$ cat src/rtl/mbf_pkg.sv
// Package: shared types and helpers for the message buffer acceptance filter.
// Assumes the channel field is packed as {A, B} with A in the upper bit.
package mbf_pkg;

    // Channel selection as carried in the buffer header.
    typedef struct packed {
        logic use_a;
        logic use_b;
    } chan_sel_t;

    // Per-channel decision pair.
    typedef struct packed {
        logic on_a;
        logic on_b;
    } chan_pair_t;

    // Channel selection that remains in force once the segment is known:
    // dual-channel selection in the dynamic segment is cancelled.
    function automatic chan_sel_t effective_chan(input chan_sel_t sel, input logic dyn);
        chan_sel_t r;
        if (dyn && sel.use_a && sel.use_b) begin
            r.use_a = 1'b0;
            r.use_b = 1'b0;
        end else begin
            r = sel;
        end
        return r;
    endfunction

endpackage

$ cat src/rtl/mbf_cycle_match.sv
// Module: mbf_cycle_match
// Decides whether the current cycle counter belongs to the cycle set
// encoded by a repetition/base code. The highest set code bit n selects
// a repetition of 2^n; the code bits below n are the base. Purely
// combinational. Assumes cycle width is CODE_W-1.
module mbf_cycle_match #(
    parameter int CODE_W = 7,
    localparam int CYC_W = CODE_W - 1
) (
    input  logic [CODE_W-1:0] code,
    input  logic [CYC_W-1:0]  cycle,
    output logic              hit
);

    logic [CODE_W-1:0] lead_sel;   // one-hot: position of highest set bit
    logic [CODE_W-1:0] base_ok;    // cycle matches base for that repetition

    for (genvar g = 0; g < CODE_W; g++) begin : g_rep
        localparam logic [CYC_W-1:0] LOW_MASK = CYC_W'((64'd1 << g) - 64'd1);
        localparam logic [CODE_W-1:0] HIGH_MASK = ~CODE_W'((64'd1 << (g + 1)) - 64'd1);

        // Select this repetition when bit g is the leading one.
        always_comb begin
            lead_sel[g] = code[g] && ((code & HIGH_MASK) == '0);
        end

        // Compare the low g bits of cycle with the base bits of the code.
        always_comb begin
            base_ok[g] = ((cycle ^ code[CYC_W-1:0]) & LOW_MASK) == '0;
        end
    end

    // Combine: a zero code has no leading bit and therefore never hits.
    always_comb begin
        hit = |(lead_sel & base_ok);
    end

endmodule

$ cat src/rtl/mbf_chan_gate.sv
// Module: mbf_chan_gate
// Turns the header channel field, the segment, the direction and the
// schedule match into next-cycle transmit enables and a receive-accept
// request. Purely combinational. Assumes slot_start is a single-cycle
// pulse and the receive strobes are already validated frames.
module mbf_chan_gate
    import mbf_pkg::*;
(
    input  chan_sel_t  chan,
    input  logic       seg_dynamic,
    input  logic       is_tx,
    input  logic       sched_hit,
    input  logic       slot_start,
    input  logic       rx_valid_a,
    input  logic       rx_valid_b,
    output chan_pair_t tx_next,
    output logic       rx_accept
);

    chan_sel_t eff;
    logic      tx_fire;
    logic      rx_open;

    // Resolve the dynamic-segment override of dual selection.
    always_comb begin
        eff = effective_chan(chan, seg_dynamic);
    end

    // Transmit is decided once per slot, on the slot start pulse.
    always_comb begin
        tx_fire = is_tx && sched_hit && slot_start;
    end

    // Reception is open for receive buffers whose schedule matches.
    always_comb begin
        rx_open = !is_tx && sched_hit;
    end

    // Per-channel transmit enables for the following cycle.
    always_comb begin
        tx_next.on_a = tx_fire && eff.use_a;
        tx_next.on_b = tx_fire && eff.use_b;
    end

    // Any valid frame on an enabled channel requests a store.
    always_comb begin
        rx_accept = rx_open && ((rx_valid_a && eff.use_a) || (rx_valid_b && eff.use_b));
    end

endmodule

$ cat src/rtl/mbf_first_frame.sv
// Module: mbf_first_frame
// Keeps the "already stored in this slot" lock and issues the registered
// store pulse. A slot start re-arms the lock; a request in the same cycle
// as slot_start is treated as part of the new slot. Synchronous
// active-low reset.
module mbf_first_frame (
    input  logic clk,
    input  logic rst_n,
    input  logic slot_start,
    input  logic request,
    output logic store_q
);

    logic taken_q;
    logic taken_now;
    logic grant;

    // Lock state as seen by this cycle's request.
    always_comb begin
        taken_now = slot_start ? 1'b0 : taken_q;
    end

    // Grant only the first request since the last slot start.
    always_comb begin
        grant = request && !taken_now;
    end

    // Update the lock and register the store pulse.
    always_ff @(posedge clk) begin
        if (!rst_n) begin
            taken_q <= 1'b0;
            store_q <= 1'b0;
        end else begin
            taken_q <= taken_now || grant;
            store_q <= grant;
        end
    end

endmodule

$ cat src/rtl/mbf_accept_filter.sv
// Module: mbf_accept_filter (top)
// Acceptance filter for one dedicated message buffer: combines cycle-set
// membership, slot identity, channel selection, segment and direction
// into registered per-channel transmit pulses and a store pulse.
// Assumes slot_start pulses once per slot and that cur_slot/cur_cycle
// are stable around it. Synchronous active-low reset.
module mbf_accept_filter #(
    parameter int ID_W   = 11,
    parameter int CODE_W = 7,
    localparam int CYC_W = CODE_W - 1
) (
    input  logic              clk,
    input  logic              rst_n,
    input  logic [1:0]        hdr_chan,
    input  logic [CODE_W-1:0] hdr_cycle_code,
    input  logic [ID_W-1:0]   hdr_slot_id,
    input  logic              hdr_is_tx,
    input  logic [CYC_W-1:0]  cur_cycle,
    input  logic [ID_W-1:0]   cur_slot,
    input  logic              seg_dynamic,
    input  logic              slot_start,
    input  logic              rx_valid_a,
    input  logic              rx_valid_b,
    output logic              tx_en_a,
    output logic              tx_en_b,
    output logic              store
);
    import mbf_pkg::*;

    logic       cycle_hit;
    logic       slot_hit;
    logic       sched_hit;
    chan_pair_t tx_next;
    chan_pair_t tx_q;
    logic       rx_accept;

    // Cycle-set membership of the current cycle.
    mbf_cycle_match #(.CODE_W(CODE_W)) u_cycle (
        .code  (hdr_cycle_code),
        .cycle (cur_cycle),
        .hit   (cycle_hit)
    );

    // Slot identity and overall schedule match.
    always_comb begin
        slot_hit  = (cur_slot == hdr_slot_id);
        sched_hit = slot_hit && cycle_hit;
    end

    // Channel, segment and direction gating.
    mbf_chan_gate u_gate (
        .chan        (chan_sel_t'(hdr_chan)),
        .seg_dynamic (seg_dynamic),
        .is_tx       (hdr_is_tx),
        .sched_hit   (sched_hit),
        .slot_start  (slot_start),
        .rx_valid_a  (rx_valid_a),
        .rx_valid_b  (rx_valid_b),
        .tx_next     (tx_next),
        .rx_accept   (rx_accept)
    );

    // First-valid-frame lock and store pulse.
    mbf_first_frame u_first (
        .clk        (clk),
        .rst_n      (rst_n),
        .slot_start (slot_start),
        .request    (rx_accept),
        .store_q    (store)
    );

    // Register the transmit enables as one-cycle pulses.
    always_ff @(posedge clk) begin
        if (!rst_n) begin
            tx_q <= '0;
        end else begin
            tx_q <= tx_next;
        end
    end

    assign tx_en_a = tx_q.on_a;
    assign tx_en_b = tx_q.on_b;

endmodule

$ cat config.mk
export PLATFORM = sky130hd
export DESIGN_NAME = mbf_accept_filter
export DESIGN_NICKNAME = d
export VERILOG_FILES = /design/src/rtl/mbf_pkg.sv /design/src/rtl/mbf_cycle_match.sv /design/src/rtl/mbf_chan_gate.sv /design/src/rtl/mbf_first_frame.sv /design/src/rtl/mbf_accept_filter.sv
export SDC_FILE = /design/constraint.sdc
export NUM_CORES = 1
export LEC_CHECK = 0
export BUFFER_PORTS_ARGS = -buffer_cell sky130_fd_sc_hd__buf_2
export CORE_MARGIN = 1
export CORE_UTILIZATION = 33
export CTS_CLUSTER_SIZE = 8
export DETAILED_ROUTE_END_ITERATION = 8
export HOLD_SLACK_MARGIN = 0.06
export PLACE_DENSITY_LB_ADDON = 0.1
export SYNTH_ARGS = -nofsm -noshare
export SYNTH_HDL_FRONTEND = slang
export SYNTH_SLANG_ARGS = --single-unit
export TNS_END_PERCENT = 5
$ cat constraint.sdc
create_clock -name clk -period 1.4 [get_ports clk]
set_input_delay 0.14 -clock clk [delete_from_list [all_inputs] [get_ports clk]]
set_output_delay 0.14 -clock clk [all_outputs]
set_load 0.01 [all_outputs]
==> results.yml, run 1 <==
floorplan:
  initial_core_util_pct: 37.45
  die_x_um: 38.22
  io_pins: 47
  row_count: 12
  core-area_mm2: 0.001156
  dieHeight_um: 38.22
  dieArea_mm2: 0.001461
final_layout:
  n_antenna_cell: 0
  multi_input_area_um2: 352.8
  fillers: 109
  fin_nets: 145
  register_area_um2: 80.08
  area_growth_syn_to_layout_pct: 64.16
  drive_gt1_share_pct: 55.56
cts:
  cts_setup_buffers: 0
  numCtsBuffers: 3
  root_buffer: "clkbuf_4"
  cts_sinks: 4
  htreeDepth: 1
  cts_tree: "done"
  clkTransAtPathRegs_ns: 0.04
  post_cts_resized: 0
  clock_path_buffers: 2
  postCtsHoldBufs: 0
  worstSkewPairLatency_ns: 0.23
power_and_ir_drop:
  power_leakage_nw: 0.3287
  power.density_mw_per_mm2: 573.4
  peakVddDrop_v: 0.0002019
sta:
  hold_viol_final: 0
  setup_violations: 0
  final.min_clock_period_ns: 1.095
  slew_headroom_pct: 79.68
  fmax_mhz: 913.1
  tightest_slew_ns: 0.3020
  post-route-period-util_pct: 78.23
  timing.hold.ws_ns: 0.1247
  fin_skew_ns: 0.001411
  rsz0062_at_grt: "false"
  fin_tns_setup_ns: 0
  setup_slack_ns: 0.3048
  report.final.slew_viol_count: 0
global_routing:
  grt_pass1_wl_mm: 1.490
  grt_max_degree: 5
  grtUsageTotal_pct: 14.91
  grt_pass1_vias: 452
  overflow: 0
  antenna_found_initial: 0
setup_path:
  startpoint_type: "input port"
  r2r_slack_ns: 0.70
  cp-startpoint: "hdr_cycle_code[0]"
  path_delay_family: "compound AO/OA/AOI/OAI gates"
  path_max_fanout: 4
  required_ns: 1.55
  crit_type: "input port to flop"
  arrival_ns: 1.24
  r2r-start: "u_first.taken_q$_SDFF_PN0_"
  cp.depth: 6
  endpoint_kind: "flop"
  path_buf_inv: 1
  crit_path_cell_trace: "buf_2 -> xnor2_1 -> nand2_1 -> a2111oi_4 -> a22oi_2 -> nor3_1"
  timing.rr.end: "u_first.taken_q$_SDFF_PN0_"
  reg2regPathDepth: 3
  critPathSlowestCell: "a2111oi_4"
  max_stage_delay_ns: 0.34
min_path:
  hp-start: "rst_n"
  worstHoldPathCells: 3
  holdCritPathClass: "input port to flop"
  holdPathEnd: "u_first.taken_q$_SDFF_PN0_"
synth:
  yosysMostFrequentCell: "xor2_1"
  synth_warnings: 0
  synth_area_leaders: "xor2_1 20%, dfxtp_1 18%, xnor2_1 16%"
  netlist_area_um2: 432.9
  synth_seq_cells: 4
  synth_top_area_share_pct: 20.23
  yosysUniqueCellTypes: 21
  synth_area_leader_cell: "xor2_1"
  ys.flop_type: "dfxtp_1"
  syn_nets: 93
  syn_avg_cell_area_um2: 8.835
  syn_inst: 49
  yosysSeqAreaShare_pct: 18.50
  synth_edf_count: 0
  async_reset_ff_share_pct: 0
  synth_commonest_cells: "10 x xor2_1, 8 x xnor2_1, 4 x dfxtp_1"
detailed_routing:
  post_drt_wl_per_cell_um: 8.699
  final_antenna_net_count: 0
  viasPerCell: 4.779
  drtIter0Drc: 7
  vias: 540
  drt-total-wl_um: 983
  dr.pass1.iters: 2
  drc_errors: 0
placed_design:
  hpwl_um: 850.9
  post-place-ws_ns: 0.04609
  gp_congestion: 0.6372
  io_buffers: 46
outcome:
  status: "completed"
job:
  max_cap_violations: 0
-- cell type report --
cell class / instances / area share, %
Clock buffer: 3 / 3.169
Sequential cell: 4 / 11.27
Timing Repair Buffer: 47 / 33.45
Multi-Input combinational cell: 45 / 49.65
Tap cell: 14 / 2.465
-- power by group --
group          total [mW]  switching, mW  internal [mW]
combinational       0.148         0.0650         0.0833
sequential          0.115    0.000000140          0.115
clock               0.145         0.0487         0.0960
-- flip-flops by register name, indices dropped and copies added, names as in the netlist --
signal and cells:
tx_en_b 1, u_first.store_q 1, u_first.taken_q 1, tx_en_a 1
-- worst min-delay path, stage by stage --
cell and delay (ns):
buf_2 0.09, nand2_1 0.05, o21ai_2 0.04
-- routing by layer --
metal  vias to the layer above  wire length [µm]  track usage (%)
li1                        281                 -                -
met4                         0                17            13.39
met2                        31               513            29.24
met3                         2                90                0
met5                         -                 0                0
met1                       226               363            13.68
-- cell families after synthesis --
group           share of synthesized area [%]
xor+xnor                                36.42
compound gates                          19.36
simple gates                            25.72
flops                                   18.50
-- worst max-delay path by stage --
stage and to:
2_1_floorplan u_first.taken_q$_SDFF_PN0_, 3_5_place_dp tx_en_a$_SDFF_PN0_, 6_report tx_en_a$_SDFF_PN0_, 5_1_grt tx_en_a$_SDFF_PN0_, 3_3_place_gp u_first.taken_q$_SDFF_PN0_, 4_1_cts tx_en_a$_SDFF_PN0_
-- placed cells by master, fill, tap and decap left out, types with 2 or more instances in the layout --
cell type,Yosys,routed
buf_2,0,46
clkbuf_4,0,3
dfxtp_1,4,4
nand2_1,3,3
nand3_1,2,2
nand4_1,2,2
nor2b_1,3,3
nor3_1,3,3
nor4_1,2,2
xnor2_1,8,8
xor2_1,10,10
-- metrics by stage --
stage	util (%)	std cells	instance area, µm²	total power [mW]
global placement	59.52	110	688.2	0.2629
CTS	61.47	113	710.7	0.4148
finish	61.47	113	710.7	0.4075
global route	61.47	113	710.7	0.4355
floorplan	-	49	432.9	0.1847
detailed placement	59.52	110	688.2	0.2653
No activity file was read; power rests on OpenSTA's default activity.
==> inputs of run 2 (changes only) <==
--- a/config.mk
+++ b/config.mk
@@ -5,9 +5,10 @@
 export SDC_FILE = /design/constraint.sdc
 export NUM_CORES = 1
 export LEC_CHECK = 0
+export ABC_AREA = 1
 export BUFFER_PORTS_ARGS = -buffer_cell sky130_fd_sc_hd__buf_2
 export CORE_MARGIN = 1
-export CORE_UTILIZATION = 33
+export CORE_UTILIZATION = 32
 export CTS_CLUSTER_SIZE = 8
 export DETAILED_ROUTE_END_ITERATION = 8
 export HOLD_SLACK_MARGIN = 0.06
==> constraint.sdc (replaced) <==
create_clock -name clk -period 0.95 [get_ports clk]
set_input_delay 0.095 -clock clk [delete_from_list [all_inputs] [get_ports clk]]
set_output_delay 0.095 -clock clk [all_outputs]
set_load 0.01 [all_outputs]
==> results.yml, run 2 <==
outcome:
  status: "completed"
sta:
  fmax_mhz: 1363
  fin_skew_ns: 0.000005926
  tightest_slew_ns: 0.1485
  timing.hold.ws_ns: 0.09426
  hold_viol_final: 0
  post-route-period-util_pct: 77.26
  report.final.slew_viol_count: 0
  rsz0062_at_grt: "false"
  setup_violations: 0
  slew_headroom_pct: 90.03
  final.min_clock_period_ns: 0.7339
detailed_routing:
  vias: 665
  dr.pass1.iters: 4
  drt-total-wl_mm: 1.108
  drtIter0Drc: 1
  post_drt_wl_per_cell_um: 6.756
  drc_errors: 0
  viasPerCell: 4.055
  final_antenna_net_count: 0
power_and_ir_drop:
  power_leakage_nw: 0.5080
  p_int_mw: 0.4345
  netSwitchingFraction_pct: 28.00
  pwr-share-seq_pct: 28.0
  switchingPower_mw: 0.1689
  power_frac_comb_pct: 38.5
  clkPwrFrac_pct: 33.5
  power.density_mw_per_mm2: 759.5
  peakVddDrop_v: 0.0005131
  power_mw: 0.6034
synth:
  syn_nets: 143
  syn_avg_cell_area_um2: 5.270
  synth_seq_cells: 4
  async_reset_ff_share_pct: 0
  syn_inst: 99
  synth_warnings: 0
  yosysSeqAreaShare_pct: 15.35
  synth_area_leader_cell: "nand2_1"
  synth_commonest_cells: "38 x nand2_1, 20 x inv_1, 9 x xnor2_1, 8 x nor2_1, 7 x nand3_1"
  synth_area_leaders: "nand2_1 27%, dfxtp_1 15%, xnor2_1 15%"
  synth_edf_count: 0
  synth_top_area_share_pct: 27.34
  netlist_area_um2: 521.8
  yosysUniqueCellTypes: 13
  ys.flop_type: "dfxtp_1"
  yosysMostFrequentCell: "nand2_1"
placed_design:
  io_buffers: 46
  gp_congestion: 0.7046
  dp.cells: 161
  hpwl_mm: 1.044
global_routing:
  antenna_found_initial: 0
  grt_pass1_wl_mm: 1.738
  grt_max_degree: 4
  grtUsageTotal_pct: 12.41
  grt_pass1_vias: 528
  overflow: 0
setup_path:
  endpoint_kind: "primary output"
  required_ns: 0.85
  path_buf_inv: 1
  crit_type: "flop to primary output"
  path_delay_family: "flip-flops"
  arrival_ns: 0.64
  max_stage_delay_ns: 0.28
  startpoint_type: "flop"
  path_max_fanout: 1
  crit_path_cell_trace: "buf_2"
  critPathSlowestCell: "dfxtp_1"
cts:
  clkTransAtPathRegs_ns: 0.04
  cts_tree: "done"
  htreeDepth: 1
  root_buffer: "clkbuf_4"
  post_cts_resized: 0
  clock_path_buffers: 2
  numCtsBuffers: 3
  cts_sinks: 4
  cts_setup_buffers: 0
  postCtsHoldBufs: 0
  worstSkewPairLatency_ns: 0.23
final_layout:
  layout_common_cells: "46 x buf_2, 38 x nand2_1, 20 x inv_1, 9 x xnor2_1, 8 x nor2_1"
  area_growth_syn_to_layout_pct: 52.28
  final_util_pct: 52.74
  drive_gt1_share_pct: 37.84
  n_antenna_cell: 0
  final_common_cell: "buf_2"
  fin_cells: 164
  fin_nets: 194
floorplan:
  initial_core_util_pct: 34.63
  row_count: 14
  dieArea_mm2: 0.001796
  io_pins: 47
  dieHeight_um: 42.38
  core-area_mm2: 0.001506
  die_x_um: 42.38
job:
  max_cap_violations: 0
min_path:
  holdCritPathClass: "input port to flop"
[run 2: cell count changes in the layout (fill, tap and decap cells not counted), sizes merged, moves of 2 or more]
cell and change:
inv +20, nand2 +37, nand3 +6, nor2 +11, nor2b -3, nor3 -4
nor4 -2, or3 -2, xor2 -10
[run 2: cells by family after synthesis]
family	Yosys count	share of synthesized area (%)
AO/OA/AOI/OAI	4	3.837
XOR/XNOR	9	15.11
AND/OR/NAND/NOR	62	51.32
buffers and inverters	20	14.39
flip-flops	4	15.35
[run 2: final cells by class]
type,instances,area (µm²)
well taps,16,20.02
fillers,175,711.9
inverters,20,75.07
flip-flops and latches,4,80.08
clock buffers,3,22.52
multi-input cells,75,366.6
repair buffers,46,230.2
[run 2: path summary, 6_finish.rpt]
path / startpoint / end / slack [ns] / cells after the start
min: rst_n / u_first.taken_q$_SDFF_PN0_ / 0.09 / 3
min reg2reg: u_first.taken_q$_SDFF_PN0_ / u_first.store_q$_SDFF_PN0_ / 0.50 / 3
max reg2reg: u_first.taken_q$_SDFF_PN0_ / u_first.store_q$_SDFF_PN0_ / 0.34 / 3
max: u_first.store_q$_SDFF_PN0_ / store / 0.22 / 1
[run 2: power by group through the flow]
stage               Sequential (mW)  Combinational, mW  Clock, mW
detailed placement            0.171              0.236          0
global route                  0.169              0.264      0.234
floorplan                     0.171              0.115          0
global placement              0.171              0.230          0
finish                        0.169              0.233      0.202
CTS                           0.169              0.236      0.216
[run 2: metal layers]
metal	vias up	wire, µm	global-route usage (%)
met2	30	573	25.23
met5	-	0	0
met4	0	0	1.875
met3	0	87	5.172
li1	390	-	-
met1	245	447	11.29
[run 2: metrics by stage]
stage,instance area (µm²),setup slack (ns),setup TNS [ns]
final,794.5,0.2161,0
after global routing,794.5,0.1584,0
after CTS,794.5,0.2045,0
after detailed placement,772.0,-0.01452,-0.03065
after global placement,772.0,0.02336,0
after floorplan,521.8,0.2148,0
